==> src/rtl/wdog_pkg.sv <==
package wdog_pkg;
  localparam int PRE_W    = 13;
  localparam int CNT_W    = 8;
  localparam int SEL_W    = 3;
  localparam int TAP_BASE = 5;
  localparam int RUN_BIT  = 2;
  localparam int CLK_BIT  = 0;
  localparam int PSEL_LSB = 5;

  localparam logic [7:0] FEED_KEY0 = 8'hA5;
  localparam logic [7:0] FEED_KEY1 = 8'h5A;
  localparam logic [7:0] CTL_RST   = 8'hE4;
  localparam logic [7:0] CTL_MASK  = 8'hE5;

  typedef enum logic {FD_IDLE, FD_ARMED} feed_st_e;

  // Low-order prescaler bits that must all be ones for a tap tick.
  function automatic logic [PRE_W-1:0] tap_mask(input logic [SEL_W-1:0] sel);
    logic [PRE_W-1:0] m;
    for (int i = 0; i < PRE_W; i++) m[i] = (i <= TAP_BASE + int'(sel));
    return m;
  endfunction

  // Applies a pending control byte, honouring the safety lock.
  function automatic logic [7:0] commit_ctl(input logic [7:0] cur,
                                            input logic [7:0] nxt,
                                            input logic       locked);
    logic [7:0] r;
    r = nxt & CTL_MASK;
    if (locked) begin
      r[RUN_BIT] = cur[RUN_BIT] | nxt[RUN_BIT];
      r[CLK_BIT] = cur[CLK_BIT];
    end
    return r;
  endfunction
endpackage

==> src/rtl/wdog_feed_seq.sv <==
module wdog_feed_seq
  import wdog_pkg::*;
(
  input  logic       clk,
  input  logic       rst_n,
  input  logic       feed_wr,
  input  logic [7:0] feed_byte,
  output logic       feed_ok
);
  feed_st_e st_q, st_d;

  always_comb begin
    st_d    = st_q;
    feed_ok = 1'b0;
    if (feed_wr) begin
      if (st_q == FD_ARMED && feed_byte == FEED_KEY1) begin
        feed_ok = 1'b1;
        st_d    = FD_IDLE;
      end else if (feed_byte == FEED_KEY0) begin
        st_d = FD_ARMED;
      end else begin
        st_d = FD_IDLE;
      end
    end
  end

  always_ff @(posedge clk) begin
    if (!rst_n) st_q <= FD_IDLE;
    else        st_q <= st_d;
  end
endmodule

==> src/rtl/wdog_prescale.sv <==
module wdog_prescale
  import wdog_pkg::*;
#(
  parameter int W  = PRE_W,
  parameter int SW = SEL_W
)(
  input  logic          clk,
  input  logic          rst_n,
  input  logic          clr,
  input  logic          en,
  input  logic [SW-1:0] sel,
  output logic          tick
);
  logic [W-1:0] pre_q;
  logic [W-1:0] mask;

  assign mask = tap_mask(sel);
  assign tick = en && !clr && ((pre_q & mask) == mask);

  always_ff @(posedge clk) begin
    if (!rst_n)   pre_q <= '0;
    else if (clr) pre_q <= '0;
    else if (en)  pre_q <= pre_q + 1'b1;
  end
endmodule

==> src/rtl/wdog_downcnt.sv <==
module wdog_downcnt #(
  parameter int W = 8
)(
  input  logic         clk,
  input  logic         rst_n,
  input  logic         load,
  input  logic [W-1:0] load_val,
  input  logic         tick,
  output logic [W-1:0] cnt,
  output logic         uflow
);
  logic [W-1:0] cnt_q;

  assign cnt   = cnt_q;
  assign uflow = tick && !load && (cnt_q == '0);

  always_ff @(posedge clk) begin
    if (!rst_n)     cnt_q <= '1;
    else if (load)  cnt_q <= load_val;
    else if (uflow) cnt_q <= load_val;
    else if (tick)  cnt_q <= cnt_q - 1'b1;
  end
endmodule

==> src/rtl/wdog_feed_top.sv <==
module wdog_feed_top
  import wdog_pkg::*;
(
  input  logic       clk,
  input  logic       rst_n,
  input  logic       pclk_en,
  input  logic       aux_en,
  input  logic       ctl_wr,
  input  logic [7:0] ctl_wdata,
  input  logic       rld_wr,
  input  logic [7:0] rld_wdata,
  input  logic       feed_wr,
  input  logic [7:0] feed_byte,
  input  logic       cfg_rst_en,
  input  logic       cfg_safe_en,
  input  logic       irq_en,
  output logic [7:0] ctl_q,
  output logic [7:0] cnt_q,
  output logic       rst_req,
  output logic       irq
);
  logic [7:0] ctl_r, pend_q, rld_q;
  logic       pend_v;
  logic       feed_ok, pre_tick, uflow, cnt_en, locked;
  logic       rst_req_q, irq_q;

  assign locked = cfg_rst_en && cfg_safe_en;
  assign cnt_en = ctl_r[RUN_BIT] && (ctl_r[CLK_BIT] ? aux_en : pclk_en);

  wdog_feed_seq u_feed (
    .clk(clk), .rst_n(rst_n), .feed_wr(feed_wr), .feed_byte(feed_byte),
    .feed_ok(feed_ok)
  );

  wdog_prescale #(.W(PRE_W), .SW(SEL_W)) u_pre (
    .clk(clk), .rst_n(rst_n), .clr(feed_ok), .en(cnt_en),
    .sel(ctl_r[PSEL_LSB +: SEL_W]), .tick(pre_tick)
  );

  wdog_downcnt #(.W(CNT_W)) u_cnt (
    .clk(clk), .rst_n(rst_n), .load(feed_ok), .load_val(rld_q),
    .tick(pre_tick), .cnt(cnt_q), .uflow(uflow)
  );

  always_ff @(posedge clk) begin
    if (!rst_n) begin
      ctl_r  <= CTL_RST;
      pend_q <= '0;
      pend_v <= 1'b0;
      rld_q  <= 8'hFF;
    end else begin
      if (rld_wr) rld_q <= rld_wdata;
      if (feed_ok) begin
        if (pend_v) ctl_r <= commit_ctl(ctl_r, pend_q, locked);
        pend_v <= 1'b0;
      end
      if (ctl_wr) begin
        pend_q <= ctl_wdata;
        pend_v <= 1'b1;
      end
    end
  end

  always_ff @(posedge clk) begin
    if (!rst_n) begin
      rst_req_q <= 1'b0;
      irq_q     <= 1'b0;
    end else begin
      if (uflow && cfg_rst_en) rst_req_q <= 1'b1;
      if (feed_ok)                             irq_q <= 1'b0;
      else if (uflow && !cfg_rst_en && irq_en) irq_q <= 1'b1;
    end
  end

  assign ctl_q   = ctl_r;
  assign rst_req = rst_req_q;
  assign irq     = irq_q;
endmodule

==> config.mk <==
export PLATFORM = sky130hd
export DESIGN_NAME = wdog_feed_top
export DESIGN_NICKNAME = d
export VERILOG_FILES = /design/src/rtl/wdog_pkg.sv /design/src/rtl/wdog_feed_seq.sv /design/src/rtl/wdog_prescale.sv /design/src/rtl/wdog_downcnt.sv /design/src/rtl/wdog_feed_top.sv
export SDC_FILE = /design/constraint.sdc
export NUM_CORES = 1
export LEC_CHECK = 0
export BUFFER_PORTS_ARGS = -buffer_cell sky130_fd_sc_hd__buf_2
export CAP_MARGIN = 30
export CORE_ASPECT_RATIO = 1.4
export CORE_UTILIZATION = 46
export CTS_CLUSTER_SIZE = 10
export DETAILED_ROUTE_END_ITERATION = 6
export PLACE_DENSITY = 0.78
export SYNTH_ARGS = -nofsm -noshare
export SYNTH_HDL_FRONTEND = slang
export SYNTH_SLANG_ARGS = --single-unit
==> constraint.sdc <==
create_clock -name clk -period 2.35 [get_ports clk]
set_input_delay 0.235 -clock clk [delete_from_list [all_inputs] [get_ports clk]]
set_output_delay 0.235 -clock clk [all_outputs]
set_load 0.02 [all_outputs]
==> results.ini, run 1 <==
[worst_setup_path]
worstSetupStartpointType=register
crit_path_max_incr_delay_ns=0.49
cp.required_ns=2.55
crit_start=u_cnt.cnt[0]
worst-path-max-fanout=7
cpMaxStageDelayCell=or4b_4
crit_family=simple AND/OR/NAND/NOR gates
critPathKind=register to register
path_cells=inv_1 > ha_1 > or4b_4 > or4_4 > and2_4 > o22ai_2 > o41ai_1 > a31o_1
crit_arrival_ns=2.44
cp-end-kind=register
path_buf_inv=1
r2r_start=u_cnt.cnt[0]

[floorplan]
rows=29
num_io_pins=52
dieWidth_um=60.4
dieArea_mm2=0.00506
initial_core_util_pct=48.0
core_mm2=0.00457
fp.dieH_um=83.8

[placement]
io_buffer_count=45
hpwl_um=3600
gp_congestion=0.900

[clock_network]
cts_tree=done
clk_path_buf_depth=2
clk_pin_slew_worst_paths_ns=0.09
htree_levels=2
clock-sinks=43
cts_buffers=5
insertion_delay_ns=0.31
cts-root-buf=clkbuf_8

[logic_synthesis]
ys_ff_latch=43
yosys_warnings=0
yosys-top-cells-area=dfxtp_1 (39%), nand2_1 (4.4%), mux2i_1 (4.1%), xor2_1 (4.0%), nand3_1 (3.6%)
synth_most_common_cell=dfxtp_1
avgSynthCellArea_um2=8.68
synth_top_cell_area_share_pct=39.2
netlist_area_mm2=0.00220
netlist_top_cells_count=dfxtp_1 (43), nand2_1 (26), nor2_1 (18)
syn_inst=253
async_flop_share_pct=0
synth_edf_count=0
yosysSeqAreaShare_pct=39.2
yosysUniqueCellTypes=53
synth_ff_type=dfxtp_1
yosysTopAreaCell=dfxtp_1

[detailed_routing]
via_count=2032
ant_nets=0
wl_met1_um=2120
wl_per_cell_um=13.7
dr_wl_met3_um=210
wl_met2_um=2530
viasPerCell=5.55
firstDrtPassIters=4
wirelength_um=5020
drt_iter0_markers=45
top_layer_used=met4
remaining_drc_errors=0

[min_path]
holdCritPathClass=input pin to register
hold_start=rld_wdata[0]

[timing]
finalSetupViolations=0
setup_tns_ns=0
post-route-period-util_pct=95.4
drv_slew=0
rsz0062_at_grt=false
period_needed_ns=2.24
fmax_mhz=446
fin_worst_skew_ns=0.0118
finalHoldViolCount=0

[cells_and_area]
fillCellCount=454
area_growth_pct=20.5
final_layout_size_suffix_gt1_share_pct=25.3
nets=343
antenna_cells=0
postLayoutCoreUtil_pct=57.9

[pwr]
seqPwrFrac_pct=55.7
intPower_w=0.00101
power_frac_comb_pct=7.5
power.density_mw_per_mm2=514
p_leak_nw=1.15
p_switching_w=0.000349
p_clk_share_pct=36.8
swShare_pct=25.7
peakVddDrop_v=0.000341

[outcome]
outcome=completed

[global_routing]
grt_max_degree=25
antenna_found_initial=0
gr-usage-all-layers_pct=21.3
grt_pass1_wl_um=8390
overflow=0
first_global_vias=1980

[run]
maxCapViolCount=0

-- tightest hold or removal path, cell delays in order --
cell and delay, ns:
buf_2 0.07, mux2i_1 0.05, nand2_1 0.06
-- registers in the layout, indices dropped and copies added, names as in the netlist --
| signal | count |
|---|---|
| ctl_q | 5 |
| irq | 1 |
| pend_q | 5 |
| pend_v | 1 |
| rld_q | 8 |
| rst_req | 1 |
| u_cnt.cnt | 8 |
| u_feed.st_q | 1 |
| u_pre.pre_q | 13 |
-- power by group through the flow --
| stage | Combinational (W) | Clock [W] | Sequential [W] |
|---|---|---|---|
| global placement | 0.0000970 | 0 | 0.000776 |
| CTS | 0.000101 | 0.000512 | 0.000760 |
| global route | 0.000114 | 0.000539 | 0.000760 |
| detailed placement | 0.000100 | 0 | 0.000776 |
| finish | 0.000101 | 0.000500 | 0.000758 |
| floorplan | 0.0000652 | 0 | 0.000773 |
-- what timing repair did --
item	in CTS	in global routing
endpoints found under the setup margin	3	8
hold endpoints to repair	0	0
resized for setup	1	7
hold buffers	0	0
pin swaps	0	2
setup buffers	0	0
-- final timing paths --
kind,to,slack (ns),depth (start not counted)
setup reg to reg,u_cnt.cnt[7],0.11,8
hold reg to reg,rst_req,0.46,1
hold / removal,rld_q[0],0.15,3
setup / recovery,u_cnt.cnt[7],0.11,8
-- area by class of cell --
cell class,count,area (um^2),share of cell area (%)
flip-flops and latches,43,868,32.8
repair buffers,55,300,11.4
inverters,14,52.6,1.99
multi-input cells,184,1250,47.3
clock buffers,5,68.8,2.60
clock inverters,3,26.3,0.993
well taps,62,77.6,2.93
-- per-stage QoR --
step                      total power [W]  cells  setup slack (ns)  hold slack (ns)  instance area [um^2]
after floorplan                  0.000839    255            0.0300            0.361                  2210
after global placement           0.000873    358            0.0687            0.445                  2520
after detailed placement         0.000877    358            0.0622            0.448                  2520
after CTS                         0.00137    366            0.0117            0.145                  2620
after global routing              0.00141    366           0.00545            0.147                  2650
final                             0.00136    366             0.109            0.149                  2650
-- placed cells by master (no fill, tap or decap), types with 3 or more instances in the layout --
| master | instances |
|---|---|
| xor2_1 | 10 |
| nor2_1 | 17 |
| nand3_1 | 16 |
| dfxtp_1 | 41 |
| xnor2_1 | 4 |
| a21oi_1 | 7 |
| or3_1 | 4 |
| mux2i_1 | 9 |
| inv_1 | 14 |
| nor2b_1 | 11 |
| buf_4 | 10 |
| o21ai_1 | 3 |
| clkbuf_8 | 5 |
| conb_1 | 3 |
| a32oi_1 | 3 |
| buf_2 | 45 |
| a41oi_1 | 3 |
| and3_1 | 3 |
| ha_1 | 5 |
| o211ai_1 | 6 |
| nand4_1 | 8 |
| nand2_1 | 26 |
| a21o_1 | 4 |
-- cells by family (layout without fill, tap and decap cells) --
group,Yosys count,in the layout,share of synthesized area (%)
AOI/OAI and AO/OA,48,48,16.2
other,1,3,0.171
buffers and inverters,28,77,5.41
muxes,10,10,4.62
xor gates and xnor gates,14,14,5.58
adders and majority gates,6,6,3.42
and+or+nand+nor,103,103,25.4
DFF,43,43,39.2
-- layer usage --
layer	track usage, %	vias to the layer above
met5	0	-
met4	8.25	0
met3	4.65	20
met2	36.2	63
met1	25.2	945
li1	-	1004
(Power assumes the default switching activity.)
==> inputs of run 2 (changes only) <==
--- a/config.mk
+++ b/config.mk
@@ -12,6 +12,7 @@
 export CTS_CLUSTER_SIZE = 10
 export DETAILED_ROUTE_END_ITERATION = 6
 export PLACE_DENSITY = 0.78
+export RECOVER_POWER = 50
 export SYNTH_ARGS = -nofsm -noshare
 export SYNTH_HDL_FRONTEND = slang
 export SYNTH_SLANG_ARGS = --single-unit
==> run 2 against run 1 <==
Effect of this change:
- non-clock buffer count did not move
- critical path type unchanged
- critical path depth unchanged
- sequential power barely moved
- first-iteration DRC count unchanged
==> results.ini, run 2 (same netlist as run 1, synthesis figures left out) <==
[worst_setup_path]
worst-path-max-fanout=7  ; unchanged
path_cells=inv_1 > ha_1 > or4b_4 > or4_4 > and2_4 > o22ai_2 > o41ai_1 > a31o_1
cpMaxStageDelayCell=or4b_4
critPathKind=register to register
cp-end-kind=register
worstSetupStartpointType=register
cp.required_ns=2.55  ; about the same
crit_path_max_incr_delay_ns=0.49  ; about the same
r2r_start=u_cnt.cnt[0]
crit_start=u_cnt.cnt[0]
crit_arrival_ns=2.44  ; about the same

[cells_and_area]
largest_register_ffs=13  ; unchanged
fillCellCount=458  ; +0.88%
final_layout_size_suffix_gt1_share_pct=20.1  ; -5.3 points
area_growth_pct=19.4
antenna_cells=0  ; unchanged
layout_common_cells=dfxtp_1 (41), buf_2 (30), nand2_1 (26)
final_common_cell=dfxtp_1
regMostFlops=u_pre.pre_q
nets=343  ; unchanged
design_area_mm2=0.00262  ; -0.85%

[timing]
drv_slew=0  ; unchanged
finalHoldViolCount=0  ; unchanged
fmax_mhz=446  ; about the same
max-slew-margin-rel_pct=35.1
fin_ws_ns=0.107  ; -0.00189 ns
period_needed_ns=2.24  ; +0.00189 ns
finalSetupViolations=0  ; unchanged
fin_worst_skew_ns=0.0131  ; +0.00139 ns
post-route-period-util_pct=95.4  ; about the same
setup_tns_ns=0  ; unchanged
tightest_slew_ns=0.974

[pwr]
peakVddDrop_v=0.000343  ; +0.36%
finalPower_w=0.00136  ; +0.14%
power.density_mw_per_mm2=519  ; +1.0%
p_leak_nw=1.12  ; -2.7%

[detailed_routing]
remaining_drc_errors=0  ; unchanged
ant_nets=0  ; unchanged
via_count=2014  ; -0.89%
wl_per_cell_um=13.8  ; +0.82%
drt_iter0_markers=45  ; unchanged
wirelength_um=5060  ; +0.82%
viasPerCell=5.50  ; -0.89%
firstDrtPassIters=5  ; +1

[floorplan]
core_mm2=0.00457  ; unchanged
initial_core_util_pct=48.0  ; unchanged
fp.dieH_um=83.8  ; unchanged
rows=29  ; unchanged
dieArea_mm2=0.00506  ; unchanged
dieWidth_um=60.4  ; unchanged
num_io_pins=52  ; unchanged

[min_path]
hold_start=rld_wdata[7]
holdCritPathClass=input pin to register

[clock_network]
holdBufCountCts=0  ; unchanged
clk_pin_slew_worst_paths_ns=0.09  ; about the same
clock-sinks=43  ; unchanged
post_cts_buffers=0  ; unchanged
cts-root-buf=clkbuf_8
insertion_delay_ns=0.31  ; about the same
cts_tree=done
htree_levels=2  ; unchanged
clk_path_buf_depth=2  ; unchanged
cts_buffers=5  ; unchanged

[placement]
io_buffer_count=45  ; unchanged
gp_congestion=0.900  ; unchanged
place_ws_ns=0.0622  ; unchanged
placed_area_mm2=0.00252  ; unchanged
hpwl_um=3600  ; unchanged

[global_routing]
first_global_vias=1980  ; unchanged
overflow=0  ; unchanged
grt_max_degree=25  ; unchanged
grt_pass1_wl_um=8390  ; unchanged
antenna_found_initial=0  ; unchanged
gr-usage-all-layers_pct=21.3  ; unchanged

[outcome]
outcome=completed

[run]
maxCapViolCount=0  ; unchanged

==> run 2: cell count changes in the layout (fill, tap and decap cells not counted), sizes merged <==
cell	change
buf	-16
clkbuf	+16
==> run 2: metrics by stage <==
step                hold WS, ns  util, %  std cells
finish                    0.148     57.4        366
global route              0.147     57.4        366
CTS                       0.145     57.2        366
detailed placement        0.448     55.1        358
global placement          0.445     55.1        358
floorplan                 0.361        -        255
==> run 2: path summary, 6_finish.rpt <==
path	end	slack, ns	cells after the start
max	u_cnt.cnt[7]	0.11	8
min	rld_q[7]	0.15	3
max reg2reg	u_cnt.cnt[7]	0.11	8
min reg2reg	rst_req	0.47	1
==> run 2: cell type report <==
| cell class | count | area [um^2] | area share (%) |
|---|---|---|---|
| Clock buffer | 5 | 68.8 | 2.62 |
| Sequential cell | 43 | 868 | 33.1 |
| Tap cell | 62 | 77.6 | 2.96 |
| Multi-Input combinational cell | 184 | 1250 | 47.7 |
| Inverter | 14 | 52.6 | 2.00 |
| Timing Repair Buffer | 55 | 278 | 10.6 |
| Clock inverter | 3 | 26.3 | 1.00 |
==> run 2: report_power, final <==
group,switching (W),internal [W]
clock,0.000284,0.000219
combinational,0.0000549,0.0000456
sequential,0.0000130,0.000745
total,0.000352,0.00101
==> run 2: routing by layer <==
metal | GRT usage (%) | routed length, um | vias to the layer above
met1 | 25.2 | 2190 | 944
met4 | 8.25 | 120 | 0
met2 | 36.2 | 2540 | 53
met5 | 0 | 0 | -
li1 | - | - | 1003
met3 | 4.65 | 201 | 14
==> run 2: critical path: cells and delay by family (launching register included) <==
kind                       cells  cell delay [ns]
AOI/OAI and AO/OA              3             0.39
buffers and inverters          1             0.07
DFF                            1             0.32
adders and majority gates      1             0.19
and+or+nand+nor                3             1.16
==> run 2: timing repair <==
item | in CTS | in global routing
setup endpoints to repair | 3 | 8
pin swaps | 0 | 2
endpoints found under the hold margin | 0 | 0
resized for setup | 1 | 7
